==> src/rtl/i2ct_pkg.sv <==
package i2ct_pkg;
    localparam int PTR_W  = 16;
    localparam int WORD_W = 16;
    localparam int CNT_W  = 4;

    typedef enum logic [2:0] {
        ST_IDLE,
        ST_RECV,
        ST_ACK,
        ST_SEND,
        ST_MACK
    } st_e;

    typedef enum logic [2:0] {
        K_ADDR,
        K_PTRH,
        K_PTRL,
        K_DH,
        K_DL
    } kind_e;

    typedef struct packed {
        st_e               st;
        kind_e             kind;
        logic [CNT_W-1:0]  bit_cnt;
        logic [7:0]        rx_sh;
        logic [7:0]        tx_sh;
        logic [7:0]        tx_lo;
        logic [7:0]        hold;
        logic [PTR_W-1:0]  ptr;
        logic              rd_mode;
        logic              mack;
        logic              oe;
        logic              wr_en;
        logic [PTR_W-1:0]  wr_addr;
        logic [WORD_W-1:0] wr_data;
    } fsm_t;
endpackage

==> src/rtl/i2ct_line_sync.sv <==
module i2ct_line_sync #(
    parameter int STAGES = 2
) (
    input  logic clk,
    input  logic rst_n,
    input  logic line_i,
    output logic level_o,
    output logic rise_o,
    output logic fall_o
);
    // chain_q[STAGES-1] is the synchronized level, chain_q[STAGES] its previous value
    logic [STAGES:0] chain_d, chain_q;

    always_comb begin
        chain_d = {chain_q[STAGES-1:0], line_i};
    end

    always_ff @(posedge clk or negedge rst_n) begin
        if (!rst_n) chain_q <= '1;
        else        chain_q <= chain_d;
    end

    assign level_o = chain_q[STAGES-1];
    assign rise_o  =  chain_q[STAGES-1] & ~chain_q[STAGES];
    assign fall_o  = ~chain_q[STAGES-1] &  chain_q[STAGES];
endmodule

==> src/rtl/i2ct_fsm.sv <==
module i2ct_fsm
    import i2ct_pkg::*;
(
    input  logic              clk,
    input  logic              rst_n,
    input  logic              scl,
    input  logic              scl_rise,
    input  logic              scl_fall,
    input  logic              sda,
    input  logic              sda_rise,
    input  logic              sda_fall,
    input  logic [6:0]        own_addr,
    input  logic [WORD_W-1:0] rd_data,
    output logic              sda_oe,
    output logic              wr_en,
    output logic [PTR_W-1:0]  wr_addr,
    output logic [WORD_W-1:0] wr_data,
    output logic [PTR_W-1:0]  rd_addr
);
    localparam logic [CNT_W-1:0] BYTE_BITS = CNT_W'(8);

    fsm_t d, q;
    logic start_evt, stop_evt;

    assign start_evt = scl & sda_fall;
    assign stop_evt  = scl & sda_rise;

    always_comb begin
        d       = q;
        d.wr_en = 1'b0;
        if (start_evt) begin
            d.st      = ST_RECV;
            d.kind    = K_ADDR;
            d.bit_cnt = '0;
            d.oe      = 1'b0;
        end else if (stop_evt) begin
            d.st = ST_IDLE;
            d.oe = 1'b0;
        end else begin
            unique case (q.st)
                ST_RECV: begin
                    if (scl_rise && q.bit_cnt < BYTE_BITS) begin
                        d.rx_sh   = {q.rx_sh[6:0], sda};
                        d.bit_cnt = q.bit_cnt + 1'b1;
                    end else if (scl_fall && q.bit_cnt == BYTE_BITS) begin
                        d.oe = 1'b1;
                        d.st = ST_ACK;
                        unique case (q.kind)
                            K_ADDR: begin
                                if (q.rx_sh[7:1] == own_addr) begin
                                    d.rd_mode = q.rx_sh[0];
                                    d.kind    = K_PTRH;
                                end else begin
                                    d.oe = 1'b0;
                                    d.st = ST_IDLE;
                                end
                            end
                            K_PTRH: begin
                                d.ptr[15:8] = q.rx_sh;
                                d.kind      = K_PTRL;
                            end
                            K_PTRL: begin
                                d.ptr[7:0] = q.rx_sh;
                                d.kind     = K_DH;
                            end
                            K_DH: begin
                                d.hold = q.rx_sh;
                                d.kind = K_DL;
                            end
                            default: begin
                                d.wr_en   = 1'b1;
                                d.wr_addr = q.ptr;
                                d.wr_data = {q.hold, q.rx_sh};
                                d.ptr     = q.ptr + 16'd1;
                                d.kind    = K_DH;
                            end
                        endcase
                    end
                end
                ST_ACK: begin
                    if (scl_fall) begin
                        d.bit_cnt = '0;
                        if (q.rd_mode) begin
                            d.tx_sh = rd_data[15:8];
                            d.tx_lo = rd_data[7:0];
                            d.ptr   = q.ptr + 16'd1;
                            d.oe    = ~rd_data[15];
                            d.kind  = K_DH;
                            d.st    = ST_SEND;
                        end else begin
                            d.oe = 1'b0;
                            d.st = ST_RECV;
                        end
                    end
                end
                ST_SEND: begin
                    if (scl_fall) begin
                        if (q.bit_cnt == BYTE_BITS - 1'b1) begin
                            d.oe = 1'b0;
                            d.st = ST_MACK;
                        end else begin
                            d.bit_cnt = q.bit_cnt + 1'b1;
                            d.tx_sh   = {q.tx_sh[6:0], 1'b0};
                            d.oe      = ~q.tx_sh[6];
                        end
                    end
                end
                ST_MACK: begin
                    if (scl_rise) begin
                        d.mack = ~sda;
                    end else if (scl_fall) begin
                        if (q.mack) begin
                            d.bit_cnt = '0;
                            d.st      = ST_SEND;
                            if (q.kind == K_DH) begin
                                d.kind  = K_DL;
                                d.tx_sh = q.tx_lo;
                                d.oe    = ~q.tx_lo[7];
                            end else begin
                                d.kind  = K_DH;
                                d.tx_sh = rd_data[15:8];
                                d.tx_lo = rd_data[7:0];
                                d.ptr   = q.ptr + 16'd1;
                                d.oe    = ~rd_data[15];
                            end
                        end else begin
                            d.st = ST_IDLE;
                        end
                    end
                end
                default: ;
            endcase
        end
    end

    always_ff @(posedge clk or negedge rst_n) begin
        if (!rst_n) begin
            q      <= '0;
            q.st   <= ST_IDLE;
            q.kind <= K_ADDR;
        end else begin
            q <= d;
        end
    end

    assign sda_oe  = q.oe;
    assign wr_en   = q.wr_en;
    assign wr_addr = q.wr_addr;
    assign wr_data = q.wr_data;
    assign rd_addr = q.ptr;


    wr_pulse_chk: assert property (@(posedge clk) disable iff (!rst_n)
        q.wr_en |=> !q.wr_en);

    ptr_step_chk: assert property (@(posedge clk) disable iff (!rst_n)
        q.wr_en |-> (q.ptr == q.wr_addr + 16'd1));

    stop_release_chk: assert property (@(posedge clk) disable iff (!rst_n)
        stop_evt |=> !q.oe);

    start_frame_chk: assert property (@(posedge clk) disable iff (!rst_n)
        start_evt |=> (q.st == ST_RECV && q.kind == K_ADDR && q.bit_cnt == '0));

    idle_quiet_chk: assert property (@(posedge clk) disable iff (!rst_n)
        (q.st == ST_IDLE) |-> !q.oe);

    bit_range_chk: assert property (@(posedge clk) disable iff (!rst_n)
        q.bit_cnt <= BYTE_BITS);
endmodule

==> src/rtl/regbus_i2c_target.sv <==
module regbus_i2c_target
    import i2ct_pkg::*;
#(
    parameter int         SYNC_STAGES = 2,
    parameter logic [6:0] DEV_ADDR_LO = 7'h48,
    parameter logic [6:0] DEV_ADDR_HI = 7'h5D
) (
    input  logic              clk,
    input  logic              rst_n,
    input  logic              scl_in,
    input  logic              sda_in,
    output logic              sda_pull_low,
    input  logic              addr_sel,
    output logic              wr_en,
    output logic [PTR_W-1:0]  wr_addr,
    output logic [WORD_W-1:0] wr_data,
    output logic [PTR_W-1:0]  rd_addr,
    input  logic [WORD_W-1:0] rd_data
);
    localparam int N_LINES = 2;

    logic [N_LINES-1:0] line_raw, line_lvl, line_rise, line_fall;
    logic [6:0]         own_addr;

    assign line_raw = {sda_in, scl_in};
    assign own_addr = addr_sel ? DEV_ADDR_HI : DEV_ADDR_LO;

    for (genvar i = 0; i < N_LINES; i++) begin : g_sync
        i2ct_line_sync #(.STAGES(SYNC_STAGES)) u_sync (
            .clk     (clk),
            .rst_n   (rst_n),
            .line_i  (line_raw[i]),
            .level_o (line_lvl[i]),
            .rise_o  (line_rise[i]),
            .fall_o  (line_fall[i])
        );
    end

    i2ct_fsm u_fsm (
        .clk      (clk),
        .rst_n    (rst_n),
        .scl      (line_lvl[0]),
        .scl_rise (line_rise[0]),
        .scl_fall (line_fall[0]),
        .sda      (line_lvl[1]),
        .sda_rise (line_rise[1]),
        .sda_fall (line_fall[1]),
        .own_addr (own_addr),
        .rd_data  (rd_data),
        .sda_oe   (sda_pull_low),
        .wr_en    (wr_en),
        .wr_addr  (wr_addr),
        .wr_data  (wr_data),
        .rd_addr  (rd_addr)
    );
endmodule

==> config.mk <==
export PLATFORM = sky130hd
export DESIGN_NAME = regbus_i2c_target
export DESIGN_NICKNAME = d
export VERILOG_FILES = /design/src/rtl/i2ct_pkg.sv /design/src/rtl/i2ct_line_sync.sv /design/src/rtl/i2ct_fsm.sv /design/src/rtl/regbus_i2c_target.sv
export SDC_FILE = /design/constraint.sdc
export NUM_CORES = 1
export LEC_CHECK = 0
export ABC_AREA = 0
export BUFFER_PORTS_ARGS = -buffer_cell sky130_fd_sc_hd__buf_2
export CAP_MARGIN = 15
export CORE_MARGIN = 1
export CORE_UTILIZATION = 45
export CTS_CLUSTER_SIZE = 10
export DETAILED_ROUTE_END_ITERATION = 8
export GPL_TIMING_DRIVEN = 1
export PLACE_DENSITY = 0.7
export SLEW_MARGIN = 20
export SYNTH_ARGS = -nofsm -noshare
export SYNTH_HDL_FRONTEND = slang
export SYNTH_SLANG_ARGS = --single-unit
==> constraint.sdc <==
create_clock -name clk -period 3.8 [get_ports clk]
set_clock_uncertainty 0.2 [all_clocks]
set_input_delay 0.19 -clock clk [delete_from_list [all_inputs] [get_ports clk]]
set_output_delay 0.19 -clock clk [all_outputs]
set_load 0.02 [all_outputs]
==> run summary <==
OUTCOME
--------------------------------------------------------------------------------------
Outcome                                                                   finished clean

DRT
--------------------------------------------------------------------------------------
Remaining routing DRC violations                                                     0
Mean number of vias per cell                                                     5.666
Vias                                                                              3813
Starting DRT DRC Count                                                             305
Per-cell routed wire length                                                   16.61 um
Initial DRT Pass Iterations                                                          5
Count of antenna-violating nets left after detailed routing                          0
Detailed Route WL                                                             11180 um

STA
--------------------------------------------------------------------------------------
Finish-stage setup viols                                                             0
Maximum achievable frequency                                                 373.3 MHz
Setup WS post-layout                                                          1.121 ns
Unrepaired setup endpoints after global routing                                     no
Slew Viols, Final                                                                    0
Final min period                                                              2.679 ns
Final count of hold timing violations                                                0
Final period utilization                                                        0.7049
Slew @ Worst Pin                                                             0.9674 ns
Hold Worst Slack                                                             0.1558 ns
Setup TNS                                                                         0 ns
Slew margin rel.                                                                0.3551

CLOCK TREE
--------------------------------------------------------------------------------------
Number of buffers on the longest clock path                                          2
TritonCTS clock tree                                                             built
TritonCTS Buffers                                                                    9
CTS sink count                                                                      99
Post-CTS Setup Inserts                                                               0
Root Driver                                                                  clkbuf_16
Maximum level of the CTS H-tree                                                      3
Clock slew at the register clock pins of the worst setup and hold paths        0.06 ns
Insertion delay of the later-clocked pin in the worst-skew pair                0.35 ns

SYNTHESIS
--------------------------------------------------------------------------------------
Library cell occupying the most area in the post-synthesis netlist             dfrtp_1
Post-synth EDFFs                                                                     0
Flip-flop and latch count after synthesis                                           99
Syn Inst Count                                                                     490
Post-synthesis async set-or-reset flop share                                     1.000
Post-synthesis sequential area ratio                                            0.4720
Post-Synthesis Net Count                                                           514
Post-Syn Area                                                                5265 um^2
Share of Yosys cell area claimed by the top area cell type                      0.4420
Avg Inst Size Synth                                                         10.75 um^2
Synth area leaders                                                        dfrtp_1 44%, mux2_2 12%, buf_4 7.1%
Dominant register cell in the synthesized netlist                              dfrtp_1
Warnings from Yosys                                                                  0
Number of distinct standard cells referenced by the synthesized netlist             72

DIE
--------------------------------------------------------------------------------------
Die height                                                                    110.2 um
DIE WIDTH                                                                     110.2 um
Core Region                                                                 11420 um^2
# rows                                                                              39
Number of top-level pins                                                            71
Die area                                                                    12140 um^2
Starting Density                                                                0.4611

CRITICAL PATH
--------------------------------------------------------------------------------------
Cell Chain, Critical Path                                                 nor2b_1 -> nand3_1 -> a211o_2 -> nor4b_1 -> a211oi_1
Type of element capturing the critical path                                  flip-flop
Nature of the critical path startpoint                                       flip-flop
Worst EP required                                                              3.83 ns
Critical path arrival                                                          2.71 ns
Slowest cell on the critical path                                              nor2b_1
Dominant delay contributor by cell family on the critical path            simple AND/OR/NAND/NOR gates
Setup Crit Path Kind                                                        reg -> reg
Crit Path Max Fanout                                                                16
Slowest Stage Delay on Critical Path                                           0.63 ns
Buffering stage count on the worst path with inverters included                      0
Slack of the worst reg-to-reg path                                             1.12 ns

FINAL LAYOUT
--------------------------------------------------------------------------------------
Register area                                                                2485 um^2
Layout Utilization                                                              0.5134
Share of cells above drive strength 1                                           0.3189
Filler cell count                                                                 1049
Inserted Diodes                                                                      0
Multi-input logic area                                                       2276 um^2
Count of nets after finishing                                                      549
Leading cell types in the layout, fill and taps excluded                  93 x dfrtp_1, 69 x buf_2, 56 x mux2_2, 38 x nand2_1, 27 x nor2_1
Most common library cell in the layout ignoring fill and taps                  dfrtp_1
Signed area change from the synthesized netlist to the final layout             11.34%

POWER AND IR DROP
--------------------------------------------------------------------------------------
Reported leakage power                                                        2.753 nW
Worst ir drop on vdd                                                       0.0003363 V
Power density of the placed cells                                         446.9 nW/um^2
Pwr Total                                                                     2.620 mW

GLOBAL ROUTE
--------------------------------------------------------------------------------------
Met1 demand-to-capacity share in global routing                                 0.2597
Wire length of the first global-routing pass                                  18220 um
Vias in the first global route                                                    3627
Met3 Resource Use GR                                                           0.04938
Overall global routing resource usage                                           0.2007
Number of antenna violations at the first check in global routing                    0
Maximum number of pins on one net before global-route repair                        79
GR met2 Demand/Resource                                                         0.3188
Total overflow reported by the global router                                         0
Most used routing layer in global routing                                         met2

PLACE
--------------------------------------------------------------------------------------
Port-buffer cells                                                                   70
Final estimated routing congestion in global placement                          0.9469
Estimated wirelength of the detail-placed design                               7716 um
Minimum setup slack after placement                                           1.151 ns

MIN PATH
--------------------------------------------------------------------------------------
Class of the most critical hold timing path                                 reg -> reg

RUN
--------------------------------------------------------------------------------------
Max-capacitance violation count                                                      0

[metal layers]
metal | part of all wire | wire [um]
met5 | 0 | 0
met3 | 0.052 | 586
met1 | 0.44 | 4925
met4 | 0.027 | 301
met2 | 0.48 | 5363
[final timing paths]
| kind | from | endpoint | depth (start not counted) |
|---|---|---|---|
| worst max-delay path | g_sync[0].u_sync.chain_q[2] | u_fsm.rd_addr[14] | 5 |
| worst min-delay path | g_sync[0].u_sync.chain_q[0] | g_sync[0].u_sync.chain_q[1] | 0 |
| worst max register to register | g_sync[0].u_sync.chain_q[2] | u_fsm.rd_addr[14] | 5 |
| worst min register to register | g_sync[0].u_sync.chain_q[0] | g_sync[0].u_sync.chain_q[1] | 0 |
| max in group asynchronous | rst_n | u_fsm.wr_addr[9] | 3 |
| min in group asynchronous | rst_n | u_fsm.wr_addr[2] | 2 |
[flip-flops by register name, summed over array words and instances, names as in the netlist]
name                   cells
u_fsm.q                   43
u_fsm.rd_addr             16
u_fsm.wr_addr             16
u_fsm.wr_en                1
u_fsm.wr_data             16
g_sync.u_sync.chain_q      6
u_fsm.sda_oe               1
[where the power goes]
group,leakage [nW],internal (mW),switching [mW]
registers,1.30,1.17,0.144
logic,1.30,0.145,0.178
clock network,0.159,0.594,0.393
total,2.75,1.91,0.714
[worst reg2reg max path: cells and delay by family, from the launching register on]
| kind | cells | cell delay [ns] |
|---|---|---|
| DFF | 1 | 0.55 |
| AOI/OAI and AO/OA | 2 | 0.56 |
| and+or+nand+nor | 3 | 1.24 |
[cells in the mapped netlist, types with 9 or more instances]
cell type and count:
o21ai_0 23, a31oi_1 11, inv_1 9, buf_4 50
a21oi_1 22, dfrtp_1 93, buf_2 10, mux2_2 56
nor2_1 27, nand2_1 38, a22oi_1 9, nand3_1 13
[cell families after synthesis]
kind of cell | share of synthesized area
XOR/XNOR | 0.004754
buffers and inverters | 0.09577
adder cells (fa/ha/maj) | 0.007130
AO/OA/AOI/OAI | 0.1438
AND/OR/NAND/NOR | 0.1435
multiplexers | 0.1331
flip-flops | 0.4720
[layout make-up]
cell class	count	share of cell area
Clock inverter	6	0.01473
Clock buffer	10	0.04077
Timing Repair Buffer	92	0.09605
Tap cell	143	0.03052
Inverter	9	0.005763
Sequential cell	99	0.4239
Multi-Input combinational cell	314	0.3883
[repair_timing]
action,CTS,global route
resized for setup,0,0
hold endpoints to repair,88,0
hold buffers,18,0
[per-stage QoR]
step | instances | instance area, um^2
floorplan | 490 | 5265
global route | 673 | 5862
global placement | 638 | 5349
finish | 673 | 5862
CTS | 672 | 5854
detailed placement | 638 | 5349
Power figures use the tool's default switching activity.
